===== src/rtl/spec_carry_adder.sv =====
module spec_carry_adder #(
  parameter int N = 8,
  parameter int K = 2
) (
  input  logic [N-1:0] op_a,
  input  logic [N-1:0] op_b,
  input  logic         exact_en,
  output logic [N-1:0] sum,
  output logic         cout,
  output logic         err
);
  localparam int SEGS = N / K;

  if ((N % K) != 0 || !((N == 8 && (K == 2 || K == 4)) ||
                         (N == 16 && (K == 2 || K == 4 || K == 8)))) begin : g_bad_shape
    $error("spec_carry_adder: unsupported N/K shape");
  end

  logic [N:0]      c;
  logic [SEGS-1:0] blk_g, blk_p;
  logic [N:0]      exact_full;

  assign c[0] = 1'b0;

  for (genvar j = 0; j < SEGS; j++) begin : g_seg
    logic [K-1:0] sa, sb;
    assign sa = op_a[j*K +: K];
    assign sb = op_b[j*K +: K];

    always_comb begin
      logic g, p;
      g = 1'b0;
      p = 1'b1;
      for (int k = 0; k < K; k++) begin
        g = (sa[k] & sb[k]) | ((sa[k] ^ sb[k]) & g);
        p = p & (sa[k] ^ sb[k]);
      end
      blk_g[j] = g;
      blk_p[j] = p;
    end

    for (genvar k = 0; k < K; k++) begin : g_bit
      localparam int I = j*K + k;
      assign sum[I] = op_a[I] ^ op_b[I] ^ c[I];
      if (k < K-1 || j == SEGS-1) begin : g_ripple
        assign c[I+1] = (op_a[I] & op_b[I]) | ((op_a[I] ^ op_b[I]) & c[I]);
      end
    end

    if (j < SEGS-1) begin : g_select
      logic spec;
      assign spec = op_a[(j+1)*K-1] & op_b[(j+1)*K-1];
      assign c[(j+1)*K] = exact_en ? (blk_g[j] | (blk_p[j] & c[j*K])) : spec;
    end
  end

  assign cout       = c[N];
  assign exact_full = {1'b0, op_a} + {1'b0, op_b};
  assign err        = ({cout, sum} != exact_full);
endmodule



===== config.mk =====
export PLATFORM = sky130hd
export DESIGN_NAME = spec_carry_adder
export DESIGN_NICKNAME = d
export VERILOG_FILES = /design/src/rtl/spec_carry_adder.sv
export SDC_FILE = /design/constraint.sdc
export NUM_CORES = 1
export LEC_CHECK = 0
export ABC_AREA = 1
export CORE_MARGIN = 8
export CORE_UTILIZATION = 50
export DETAILED_ROUTE_END_ITERATION = 10
export GPL_ROUTABILITY_DRIVEN = 0
export PLACE_DENSITY = 0.95
export SLEW_MARGIN = 40
export SYNTH_ARGS = -nofsm -noshare
export SYNTH_HDL_FRONTEND = slang
export SYNTH_SLANG_ARGS = --single-unit

===== constraint.sdc =====
create_clock -name vclk -period 18.1
set_input_delay 5.43 -clock vclk [all_inputs]
set_output_delay 5.43 -clock vclk [all_outputs]
set_load 0.005 [all_outputs]

==> run_results.csv <==
group,metric,value,unit
worst_setup_path,cp-startpoint,"op_a[0]",
layout,drive_above_1_share,0.0139,
sta,period_minus_slack,14730,ps
run_status,outcome,"finished clean",
pwr,leakage,0.544,nW
worst_setup_path,startpoint_type,"primary input",
place,portBuffers,27,
synthesis,synth_area_per_cell,5.60,um2
global_routing,grt_max_degree,8,
sta,period_share,0.814,
global_routing,grt_pass1_vias,834,
die,initial_core_util,0.517,
route,wl_per_cell,12.8,um
worst_setup_path,cp_cell_sequence,"clkdlybuf4s50_1 -> ha_1 -> inv_1 -> fa_1 -> o21ai_2 -> nand3_1 -> nand2_1 -> o21ai_0 -> o21ai_0 -> o21ai_0 -> fa_1 -> inv_1 -> fa_1 -> xnor2_1 -> inv_1 -> nand2_1 -> nand2_1 -> inv_1 -> nor2_1 -> nand3_1 -> clkdlybuf4s50_1",
worst_hold_path,min_path_type,"in -> out",
worst_setup_path,critPathBufInv,6,
synthesis,synthMuxAreaShare,0,
pwr,power.density,39.3,nW/um2
global_routing,grt_pass1_wl,3490,um
sta,setup_violations,0,
die,rows,13,
global_routing,grt_remaining_overflow,0,
synthesis,netlist.area_leader.share,0.229,
worst_setup_path,cp_max_fo,3,
worst_setup_path,cp.arrival,9300,ps
worst_setup_path,critPathSlowestCell,"clkdlybuf4s50_1",
layout,mostFrequentLayoutCells,"nand2_1, inv_1, clkdlybuf4s50_1",
worst_setup_path,worstSetupPathDepth,21,
route,firstDrtPassIters,4,
worst_setup_path,worstSetupEndpointType,"output port",
synthesis,post-synth-top-area-cell,"nand2_1",
clock_network,ctsResizeCount,0,
layout,syn_to_final_growth,44.1,%
route,drt_iter0_drc,19,
layout,flops_and_latches,0,
synthesis,synth_area_leaders,"nand2_1, inv_1, fa_1",
synthesis,ys_seq_area_frac,0,
synthesis,synthAdderAreaFrac,0.305,
worst_setup_path,crit_end,"err",
worst_setup_path,critPathMostFrequentCell,"inv_1",
clock_network,post-cts-setup-buffers,0,
sta,hold_violations,0,
synthesis,yosys.area_share.simple,0.387,
synthesis,syn-num-nets,147,
die,core,1270,um2
worst_setup_path,cp_slowest_stage_delay,500,ps
global_routing,antenna_found_initial,0,
route,via_count,802,
pwr,ir_drop,0.0199,mV
worst_setup_path,critical_path_class,"in -> out",
global_routing,track_usage,0.158,
sta,slew_headroom,0.776,
sta,slew_violations,0,
worst_setup_path,path_delay_family,"adder cells",
clock_network,hold_buffers,0,
sta,tns,0,ps
layout,ff_latch_area,0,um2
run,maxCapViolCount,0,
route,wl,2030,um
synthesis,synth_warnings,0,
synthesis,netlist_instances,117,
die,die-area,2730,um2
synthesis,synth_top_family_by_area,"simple AND/OR/NAND/NOR gates",
synthesis,synth_cell_types,14,
route,vias_per_cell,5.04,
place,post-dp-hpwl,1830,um
die,io_pins,27,
layout,final_common_cell,"nand2_1",
layout,antennaDiodeCount,0,
synthesis,syn_area,656,um2
sta,fmax,67.9,MHz
layout,clock_buffers,0,
route,drtAntennaViolNets,0,
route,drcViolationCount,0,
synthesis,synth-compound-area-share,0.0706,
layout,fin_nets,176,
die,chipWidth,52.2,um
die,die_h,52.2,um
sta,rsz0062_at_grt,"false",
pwr,p_total,0.0000371,W
worst_setup_path,cp_data_required_time,12670,ps
sta,tightest_slew,333,ps
synthesis,synth_xor_area_frac,0.0534,
## kinds of logic after synthesis
kind of cell | after synthesis
XOR/XNOR | 4
adder cells (fa/ha/maj) | 13
buffers and inverters | 32
AO/OA/AOI/OAI | 8
AND/OR/NAND/NOR | 60
## report_power, final
group          internal (W)  switching (W)  leakage (nW)  total [W]
registers                 0              0             0          0
logic             0.0000187      0.0000184         0.544  0.0000371
clock network             0              0             0          0
## routing by layer
metal,wire [um],share of wire,GRT usage
met2,1110,0.55,0.308
met5,0,0,0
met1,761,0.38,0.162
met3,99,0.049,0.0227
met4,60,0.030,0.0603
## through the flow
step / util / instance area [um2] / std cells / hold slack, ps / worst slack, ps
2_1_floorplan: - / 656 / 117 / 10970 / 4600
3_3_place_gp: 0.745 / 945 / 159 / 11930 / 3540
3_5_place_dp: 0.745 / 945 / 159 / 11930 / 3370
4_1_cts: 0.745 / 945 / 159 / 11930 / 3370
5_1_grt: 0.745 / 945 / 159 / 11950 / 3100
6_report: 0.745 / 945 / 159 / 11930 / 3370
## cells in the mapped netlist
| cell | count |
|---|---|
| nand3_2 | 1 |
| nor2_1 | 4 |
| xnor2_1 | 3 |
| nand3_1 | 12 |
| o21ai_2 | 1 |
| o21a_1 | 1 |
| fa_1 | 5 |
| a21oi_1 | 3 |
| o21ai_0 | 3 |
| inv_1 | 32 |
| ha_1 | 8 |
| nand2_1 | 40 |
| xor2_1 | 1 |
| nand4_1 | 3 |
## worst min path at each step
stage | startpoint | end | slack [ps] | cells past startpoint
floorplan | op_b[0] | sum[0] | 10970 | 1
global placement | op_b[0] | sum[0] | 11930 | 3
detailed placement | op_b[0] | sum[0] | 11930 | 3
CTS | op_b[0] | sum[0] | 11930 | 3
global route | op_b[0] | sum[0] | 11950 | 3
finish | op_b[0] | sum[0] | 11930 | 3
## cell type report
type / instances / area, um2
fillers: 118 / 324
inverters: 32 / 120
multi-input cells: 85 / 536
well taps: 15 / 18.8
repair buffers: 27 / 270
(Power assumes the default switching activity.)
